File: src/rtl/pp_pkg.sv
// Package: shared defaults and the transfer-state encoding for the ping-pong loader.
package pp_pkg;
    localparam int DEF_FIFO_DEPTH = 16384;
    localparam int DEF_DATA_W     = 16;

    typedef enum logic {
        ST_IDLE = 1'b0,
        ST_XFER = 1'b1
    } xfer_st_e;
endpackage

File: src/rtl/pp_burst_ctrl.sv
// Burst sequencer. Waits for enable plus half-full, then issues up to
// BURST_WORDS show-ahead pops. Assumes the FIFO presents its head word on the
// same cycle as the pop. Ends early on empty or on disable.
module pp_burst_ctrl
    import pp_pkg::*;
#(
    parameter int BURST_WORDS = DEF_FIFO_DEPTH / 2
) (
    input  logic clk,
    input  logic rst_n,
    input  logic rd_en,
    input  logic fifo_half,
    input  logic fifo_empty,
    output logic fifo_rd
);
    localparam int CW = $clog2(BURST_WORDS);
    localparam logic [CW-1:0] LAST = CW'(BURST_WORDS - 1);

    xfer_st_e        st;
    logic [CW-1:0]   cnt;

    // Pop while a burst is open, enabled, and the FIFO has data.
    assign fifo_rd = (st == ST_XFER) && rd_en && !fifo_empty;

    // State and beat counter of the burst.
    always_ff @(posedge clk) begin
        if (!rst_n) begin
            st  <= ST_IDLE;
            cnt <= '0;
        end else begin
            case (st)
                ST_IDLE: begin
                    cnt <= '0;
                    if (rd_en && fifo_half) st <= ST_XFER;
                end
                default: begin
                    if (!rd_en || fifo_empty) st <= ST_IDLE;
                    else if (cnt == LAST)     st <= ST_IDLE;
                    else                      cnt <= cnt + 1'b1;
                end
            endcase
        end
    end

    // a burst opens only after enable and half-full were seen together
    a_r2_start_needs_trigger: assert property (@(posedge clk) disable iff (!rst_n)
        (st == ST_XFER && $past(st) == ST_IDLE) |-> $past(rd_en && fifo_half));

    // an empty FIFO closes the burst
    a_r6_empty_ends_burst: assert property (@(posedge clk) disable iff (!rst_n)
        (st == ST_XFER && fifo_empty) |=> (st == ST_IDLE));

    // disable closes the burst, so no pop the cycle after
    a_r7_disable_stops: assert property (@(posedge clk) disable iff (!rst_n)
        (!rd_en) |=> !fifo_rd);
endmodule

File: src/rtl/pp_writer.sv
// Buffer writer. Registers each popped word into the active bank at the
// running address and flips banks after BUF_WORDS words. The fill position is
// kept across bursts. Also reports when a bank's first word is popped.
module pp_writer
    import pp_pkg::*;
#(
    parameter int DATA_W    = DEF_DATA_W,
    parameter int BUF_WORDS = DEF_FIFO_DEPTH / 4
) (
    input  logic                         clk,
    input  logic                         rst_n,
    input  logic                         fifo_rd,
    input  logic [DATA_W-1:0]            fifo_data,
    output logic                         buf_we,
    output logic                         buf_bank,
    output logic [$clog2(BUF_WORDS)-1:0] buf_addr,
    output logic [DATA_W-1:0]            buf_wdata,
    output logic                         rdy_strobe,
    output logic                         rdy_bank,
    output logic                         fill_start,
    output logic                         fill_bank
);
    localparam int AW = $clog2(BUF_WORDS);
    localparam logic [AW-1:0] LAST = AW'(BUF_WORDS - 1);

    logic [AW-1:0] ptr;
    logic          bank;

    // The first pop into a bank is what the overrun check watches.
    assign fill_start = fifo_rd && (ptr == '0);
    assign fill_bank  = bank;

    // Fill position: advance per pop, wrap and swap banks at the boundary.
    always_ff @(posedge clk) begin
        if (!rst_n) begin
            ptr  <= '0;
            bank <= 1'b0;
        end else if (fifo_rd) begin
            if (ptr == LAST) begin
                ptr  <= '0;
                bank <= ~bank;
            end else begin
                ptr <= ptr + 1'b1;
            end
        end
    end

    // Write beat and ready strobe, one cycle behind the pop.
    always_ff @(posedge clk) begin
        if (!rst_n) begin
            buf_we     <= 1'b0;
            buf_bank   <= 1'b0;
            buf_addr   <= '0;
            buf_wdata  <= '0;
            rdy_strobe <= 1'b0;
            rdy_bank   <= 1'b0;
        end else begin
            buf_we     <= fifo_rd;
            rdy_strobe <= fifo_rd && (ptr == LAST);
            if (fifo_rd) begin
                buf_bank  <= bank;
                buf_addr  <= ptr;
                buf_wdata <= fifo_data;
                rdy_bank  <= bank;
            end
        end
    end

    // each pop becomes a write one cycle later carrying the popped word
    a_r3_write_follows_read: assert property (@(posedge clk) disable iff (!rst_n)
        fifo_rd |=> (buf_we && buf_wdata == $past(fifo_data)));

    // no write without a pop the cycle before
    a_r3_no_spurious_write: assert property (@(posedge clk) disable iff (!rst_n)
        buf_we |-> $past(fifo_rd));

    // the ready strobe rides on the last address of its bank
    a_r4_strobe_on_last: assert property (@(posedge clk) disable iff (!rst_n)
        rdy_strobe |-> (buf_we && buf_addr == LAST && rdy_bank == buf_bank));
endmodule

File: src/rtl/pp_bank_status.sv
// Bank hand-off state. One held flag per bank, set by the ready strobe and
// cleared by a consumer release. Also the sticky overrun flag, set when a held
// bank starts to refill. Assumes a release and a strobe never target the same
// bank in the same cycle; if they do, the strobe wins.
module pp_bank_status (
    input  logic       clk,
    input  logic       rst_n,
    input  logic       rdy_strobe,
    input  logic       rdy_bank,
    input  logic       rel_valid,
    input  logic       rel_bank,
    input  logic       fill_start,
    input  logic       fill_bank,
    input  logic       overrun_clr,
    output logic [1:0] buf_ready,
    output logic       overrun
);
    genvar b;
    generate
        for (b = 0; b < 2; b++) begin : g_bank
            // Held flag of bank b.
            always_ff @(posedge clk) begin
                if (!rst_n)                                    buf_ready[b] <= 1'b0;
                else if (rdy_strobe && rdy_bank == 1'(b))      buf_ready[b] <= 1'b1;
                else if (rel_valid && rel_bank == 1'(b))       buf_ready[b] <= 1'b0;
            end
        end
    endgenerate

    logic hit;
    assign hit = fill_start && buf_ready[fill_bank] && !(rel_valid && rel_bank == fill_bank);

    // Sticky overrun; a new hit beats a clear in the same cycle.
    always_ff @(posedge clk) begin
        if (!rst_n)           overrun <= 1'b0;
        else if (hit)         overrun <= 1'b1;
        else if (overrun_clr) overrun <= 1'b0;
    end

    // a strobe leaves its bank held the next cycle
    a_r8_ready_set: assert property (@(posedge clk) disable iff (!rst_n)
        rdy_strobe |=> buf_ready[$past(rdy_bank)]);

    // a release of a bank without a strobe leaves it free
    a_r8_release_frees: assert property (@(posedge clk) disable iff (!rst_n)
        (rel_valid && !rdy_strobe) |=> !buf_ready[$past(rel_bank)]);

    // overrun holds until cleared
    a_r9_sticky: assert property (@(posedge clk) disable iff (!rst_n)
        (overrun && !overrun_clr) |=> overrun);
endmodule

File: src/rtl/pingpong_mover.sv
// Top: a half-full triggered FIFO drain into two alternating buffers.
// Buffers are FIFO_DEPTH/4 words each; one burst moves FIFO_DEPTH/2 words.
// Assumes a show-ahead FIFO and FIFO_DEPTH a power of two of at least 8.
module pingpong_mover
    import pp_pkg::*;
#(
    parameter int FIFO_DEPTH = DEF_FIFO_DEPTH,
    parameter int DATA_W     = DEF_DATA_W
) (
    input  logic                                  clk,
    input  logic                                  rst_n,
    input  logic                                  rd_en,
    input  logic                                  fifo_half,
    input  logic                                  fifo_empty,
    input  logic [DATA_W-1:0]                     fifo_data,
    output logic                                  fifo_rd,
    output logic                                  buf_we,
    output logic                                  buf_bank,
    output logic [$clog2(FIFO_DEPTH/4)-1:0]       buf_addr,
    output logic [DATA_W-1:0]                     buf_wdata,
    output logic                                  rdy_strobe,
    output logic                                  rdy_bank,
    output logic [1:0]                            buf_ready,
    input  logic                                  rel_valid,
    input  logic                                  rel_bank,
    output logic                                  overrun,
    input  logic                                  overrun_clr
);
    localparam int BURST_WORDS = FIFO_DEPTH / 2;
    localparam int BUF_WORDS   = FIFO_DEPTH / 4;

    logic fill_start;
    logic fill_bank;

    pp_burst_ctrl #(.BURST_WORDS(BURST_WORDS)) u_ctrl (
        .clk(clk), .rst_n(rst_n), .rd_en(rd_en),
        .fifo_half(fifo_half), .fifo_empty(fifo_empty), .fifo_rd(fifo_rd)
    );

    pp_writer #(.DATA_W(DATA_W), .BUF_WORDS(BUF_WORDS)) u_wr (
        .clk(clk), .rst_n(rst_n), .fifo_rd(fifo_rd), .fifo_data(fifo_data),
        .buf_we(buf_we), .buf_bank(buf_bank), .buf_addr(buf_addr),
        .buf_wdata(buf_wdata), .rdy_strobe(rdy_strobe), .rdy_bank(rdy_bank),
        .fill_start(fill_start), .fill_bank(fill_bank)
    );

    pp_bank_status u_stat (
        .clk(clk), .rst_n(rst_n), .rdy_strobe(rdy_strobe), .rdy_bank(rdy_bank),
        .rel_valid(rel_valid), .rel_bank(rel_bank), .fill_start(fill_start),
        .fill_bank(fill_bank), .overrun_clr(overrun_clr),
        .buf_ready(buf_ready), .overrun(overrun)
    );

    // never pop an empty FIFO (checked at the top-level ports)
    a_r6_no_pop_empty: assert property (@(posedge clk) disable iff (!rst_n)
        fifo_rd |-> !fifo_empty);
endmodule

File: config.mk
export PLATFORM = sky130hd
export DESIGN_NAME = pingpong_mover
export DESIGN_NICKNAME = d
export VERILOG_FILES = /design/src/rtl/pp_pkg.sv /design/src/rtl/pp_burst_ctrl.sv /design/src/rtl/pp_writer.sv /design/src/rtl/pp_bank_status.sv /design/src/rtl/pingpong_mover.sv
export SDC_FILE = /design/constraint.sdc
export NUM_CORES = 1
export LEC_CHECK = 0
export ABC_AREA = 1
export CAP_MARGIN = 0
export CORE_UTILIZATION = 50
export DETAILED_ROUTE_END_ITERATION = 10
export GPL_ROUTABILITY_DRIVEN = 1
export PLACE_DENSITY = 0.81
export SETUP_SLACK_MARGIN = 0.1
export SYNTH_ARGS = -nofsm -noshare
export SYNTH_HDL_FRONTEND = slang
export SYNTH_SLANG_ARGS = --single-unit
File: constraint.sdc
create_clock -name clk -period 2.25 [get_ports clk]
set_clock_uncertainty 0.2 [all_clocks]
set_input_delay 0.3375 -clock clk [delete_from_list [all_inputs] [get_ports clk]]
set_output_delay 0.3375 -clock clk [all_outputs]
set_load 0.1 [all_outputs]
Word level (Yosys, flattened, before mapping). Index checks and enable logic that the tools add are counted.

Bitwise logic cells: 5. Add/sub/neg operators: 2. Eq/ne operators: 3. Mux-type cells: 13. Reduce and logical (&&, ||, !) cells: 23. $lt $le $gt $ge: 1.

Operators by type and width (number): 13-bit by 1-bit adder with 13-bit output, second input constant (1); 13-bit equality test, second input constant (1); 12-bit by 1-bit adder with 12-bit output, second input constant (1); 12-bit equality test, second input constant (1); 1-bit logical AND (12); 12-bit zero test (1); 1-bit two-way mux (12); 12-bit two-way mux (1); 2-bit AND reduction (3); 2-bit nonzero test (3); 1-bit NOT (5); 1-bit zero test (3); 1-bit by 2-bit < comparator with 1-bit output, second input constant (1); 1-bit equality test (1); 1-bit logical OR (1).

Input bits: 24. Register bits: 61. Logic and storage cells: 59. Output and inout port bits: 36.

Logic depth before layout (Yosys ltp).
Depth after elaboration: 6. Gate-level depth with buffers: 10. Depth with buffers taken out: 9.

Hierarchy. A second synthesis with hierarchy kept.

Cells, all modules: 377. Area total of the unflattened synthesis: 2690.1 um^2.

Modules (own cells, without submodules): pp_writer (cells an instance 229, area an instance 1774.2 um^2, times used 1, seq. area each 880.8 um^2); pp_burst_ctrl (cells an instance 121, area an instance 758.2 um^2, times used 1, seq. area each 280.3 um^2); pp_bank_status (cells an instance 27, area an instance 157.7 um^2, times used 1, seq. area each 60.1 um^2).

Worst setup path after synthesis. OpenSTA, ideal clock, no wires.

Path type: reg2out. Start: register u_wr.rdy_bank. End: output rdy_bank. Data required time: 1.712 ns. Arrival time: 1.390 ns. Buffers on the path: 1. Cell stages (with the launch flop): 2. Slack: 0.322 ns. Path through: dfxtp_1 buf_4.

RTL lines: start, declared (RTL line pp_writer.sv:19) `output logic rdy_bank,`; start signal, assigned (RTL line pp_writer.sv:64) `rdy_bank <= bank;`; end, declared (RTL line pingpong_mover.sv:22) `output logic rdy_bank,`.

No word-level cell between the ends.

Worst setup path in the final report.
Start: input rd_en. End: output fifo_rd.

Word-level cells in the longest chain between the ends: 2.

Ends and longest elaborated chain: start, declared (RTL line pingpong_mover.sv:12) `input logic rd_en,`; 1-bit logical AND (2 in series) (RTL line pp_burst_ctrl.sv:23) `assign fifo_rd = (st == ST_XFER) && rd_en && !fifo_empty;`; end, declared (RTL line pingpong_mover.sv:16) `output logic fifo_rd,`.

Every way passes these cells.

==> results.json <==
{
  "status": "complete, no violations",
  "min_to": "u_stat.overrun",
  "pwr-share-seq": 0.449,
  "r2r_setup_slack_ns": 0.39,
  "r2r_end": "u_ctrl.cnt[9]",
  "dieHeight_um": 75.2,
  "htree_levels": 3,
  "synth_cell_types": 30,
  "clk_pin_slew_ns": 0.07,
  "start_kind": "input pin",
  "drive_gt1_frac": 0.178,
  "internal_power_mw": 1.85,
  "cts_sinks": 61,
  "cp.required_ns": 1.71,
  "clk_latency_ns": 0.35,
  "cts_tree": "yes",
  "reg2regPathDepth": 9,
  "wl_per_cell_um": 12.3,
  "die_area_um2": 5650,
  "yosysTopAreaCellShare": 0.456,
  "cpPeakStageDelay_ns": 0.52,
  "maxSlewHeadroom": 0.703,
  "drc": 0,
  "die_w_um": 75.2,
  "p_leak_nw": 1.39,
  "cts_inserted_buffers": 9,
  "max_clock_freq_mhz": 498,
  "synth_most_common_cell": "nand2_1",
  "synth_edf_count": 0,
  "worstMarginPinSlew_ns": 0.446,
  "post_cts_resized": 0,
  "synth_nets": 396,
  "synthArstFlopShare": 0,
  "peakVddDrop_v": 0.000591,
  "grt_pass1_wl_mm": 10.3,
  "clk_path_buf_depth": 2,
  "synth_ff_type": "dfxtp_1",
  "synth_top_area_cell": "dfxtp_1",
  "nNetsFinal": 460,
  "dpl_worst_slack_ns": 0.182,
  "slew_violations": 0,
  "yosys-top-cells-area": "dfxtp_1, nand2_1, nor2_1",
  "min_path_cells": 2,
  "grt.total_usage": 0.245,
  "path_class": "input pin to output port",
  "coreArea_um2": 5140,
  "viasPerCell": 5.11,
  "finalWirelength_mm": 6.26,
  "diodes": 0,
  "globalRouteOverflowTotal": 0,
  "synth.avg_cell_area_um2": 7.26,
  "cp_slowest_cell": "clkdlybuf4s50_1",
  "grt_pass1_vias": 2332,
  "hpwl_mm": 4.46,
  "finalSetupViolCount": 0,
  "synthTopCellsByCount": "nand2_1, nor2_1, dfxtp_1",
  "yosys_warnings": 0,
  "syn_area_um2": 2680,
  "finalNonFillerCells": 508,
  "hold_class": "flip-flop to flip-flop",
  "comb_power_share": 0.091,
  "portBuffers": 59,
  "grt_max_degree": 23,
  "syn_to_final_growth_pct": 31.2,
  "rsz0062_at_grt": "false",
  "row_count": 26,
  "fin_setup_tns_ns": 0,
  "fin_crit_ns": 2.01,
  "p_sw_mw": 0.604,
  "grt_antenna_before_repair": 0,
  "power_density_nw_per_um2": 698,
  "final-hold-violation-count": 0,
  "pwr-share-clk": 0.460,
  "place.gp.congestion": 0.869,
  "ctsHoldBuffers": 0,
  "start_util": 0.521,
  "cp-end-kind": "output port",
  "ant_nets": 0,
  "crit_fanout": 19,
  "crit_path_frequent_cell": "buf_12",
  "holdCritStartpoint": "u_stat.overrun",
  "fin_ws_ns": 0.243,
  "fillers": 437,
  "drt_pass1_iterations": 4,
  "dp.cells": 492,
  "post-cts-setup-buffer-count": 0,
  "drt-initial-drc-count": 161,
  "switching_share": 0.246,
  "critPathArrivalTime_ns": 1.47,
  "synth-seq-cells": 61,
  "postSynthCellCount": 369,
  "synth_seq_area_share": 0.456,
  "regArea_um2": 1220,
  "ioPinCount": 60,
  "power_mw": 2.45,
  "worstReg2RegStart": "u_ctrl.cnt[0]",
  "num_vias": 2596,
  "path_cells": "clkdlybuf4s50_1 -> nand2_1 -> nor2_4 -> buf_12 -> buf_12",
  "multiInputGateArea_um2": 1260,
  "fin_crit_sh": 0.892,
  "cts-root-buf": "clkbuf_8",
  "drv_cap": 0
}
==> per-stage QoR <==
| stage | util | hold slack (ns) | area (µm²) |
|---|---|---|---|
| after floorplan | - | 0.261 | 2680 |
| after global placement | 0.638 | 0.257 | 3280 |
| after detailed placement | 0.638 | 0.259 | 3280 |
| after CTS | 0.684 | 0.268 | 3510 |
| after global routing | 0.684 | 0.299 | 3510 |
| final | 0.684 | 0.266 | 3510 |
==> metal layers <==
layer / up-vias / wire length (µm) / GRT usage
li1: 1314 / - / -
met1: 1199 / 2830 / 0.298
met2: 67 / 3010 / 0.403
met3: 16 / 301 / 0.0803
met4: 0 / 115 / 0.0967
met5: - / 0 / 0
==> critical path, delay by kind of cell <==
| family | cells | cell delay (ns) |
|---|---|---|
| simple gates | 2 | 0.26 |
| buf+inv | 3 | 0.87 |
==> worst max path at each step <==
| stage | start | endpoint | slack [ns] | cells past startpoint |
|---|---|---|---|---|
| floorplan | u_wr.rdy_bank | rdy_bank | 0.32 | 1 |
| global placement | rd_en | u_wr.fill_bank | 0.25 | 8 |
| detailed placement | fifo_empty | u_wr.ptr[7] | 0.18 | 7 |
| CTS | rd_en | fifo_rd | 0.24 | 5 |
| global route | rd_en | fifo_rd | 0.17 | 5 |
| finish | rd_en | fifo_rd | 0.24 | 5 |
==> power groups by stage <==
| stage | Combinational (mW) | Clock (mW) | Sequential, mW |
|---|---|---|---|
| 3_5_place_dp | 0.223 | 0 | 1.13 |
| 3_3_place_gp | 0.220 | 0 | 1.13 |
| 6_report | 0.223 | 1.13 | 1.10 |
| 5_1_grt | 0.238 | 1.19 | 1.10 |
| 4_1_cts | 0.223 | 1.14 | 1.10 |
| 2_1_floorplan | 0.0590 | 0 | 1.21 |
==> final cells by class <==
type | instances | area share
clock buffers | 11 | 0.0431
well taps | 70 | 0.0249
clock inverters | 5 | 0.0235
inverters | 34 | 0.0363
repair buffers | 66 | 0.165
flip-flops and latches | 61 | 0.348
multi-input cells | 261 | 0.360
==> registers in the layout, summed over array words and instances, names as in the netlist <==
signal            count
u_wr.ptr             12
u_wr.buf_addr        12
u_ctrl.st             1
u_stat.overrun        1
u_wr.rdy_bank         1
u_stat.buf_ready      2
u_ctrl.cnt           13
u_wr.fill_bank        1
u_wr.buf_we           1
u_wr.buf_wdata       16
u_wr.rdy_strobe       1
==> cell families (layout without fill, tap and decap cells) <==
group | count (synthesis) | count (layout) | share of synthesized area
xor gates and xnor gates | 7 | 7 | 0.0229
buffers and inverters | 47 | 116 | 0.0719
and+or+nand+nor | 186 | 186 | 0.305
adders and majority gates | 3 | 3 | 0.0140
AOI/OAI and AO/OA | 65 | 65 | 0.130
DFF | 61 | 61 | 0.456
==> placed cells by master, fill, tap and decap left out, types with 5 or more instances in the layout <==
cell type        netlist  layout
inv_1                 32      32
nand2_1               72      72
nand2_2                5       5
dfxtp_1               61      61
nor2_1                69      69
nand3b_1               5       5
o21ai_0               31      31
buf_4                  1      41
xor2_1                 6       6
clkdlybuf4s50_1        0      23
clkbuf_8               0      11
nor2_2                 5       5
nand3_1               12      12
nand4_1               10      10
a21oi_1               27      27
Power figures use the tool's default switching activity.
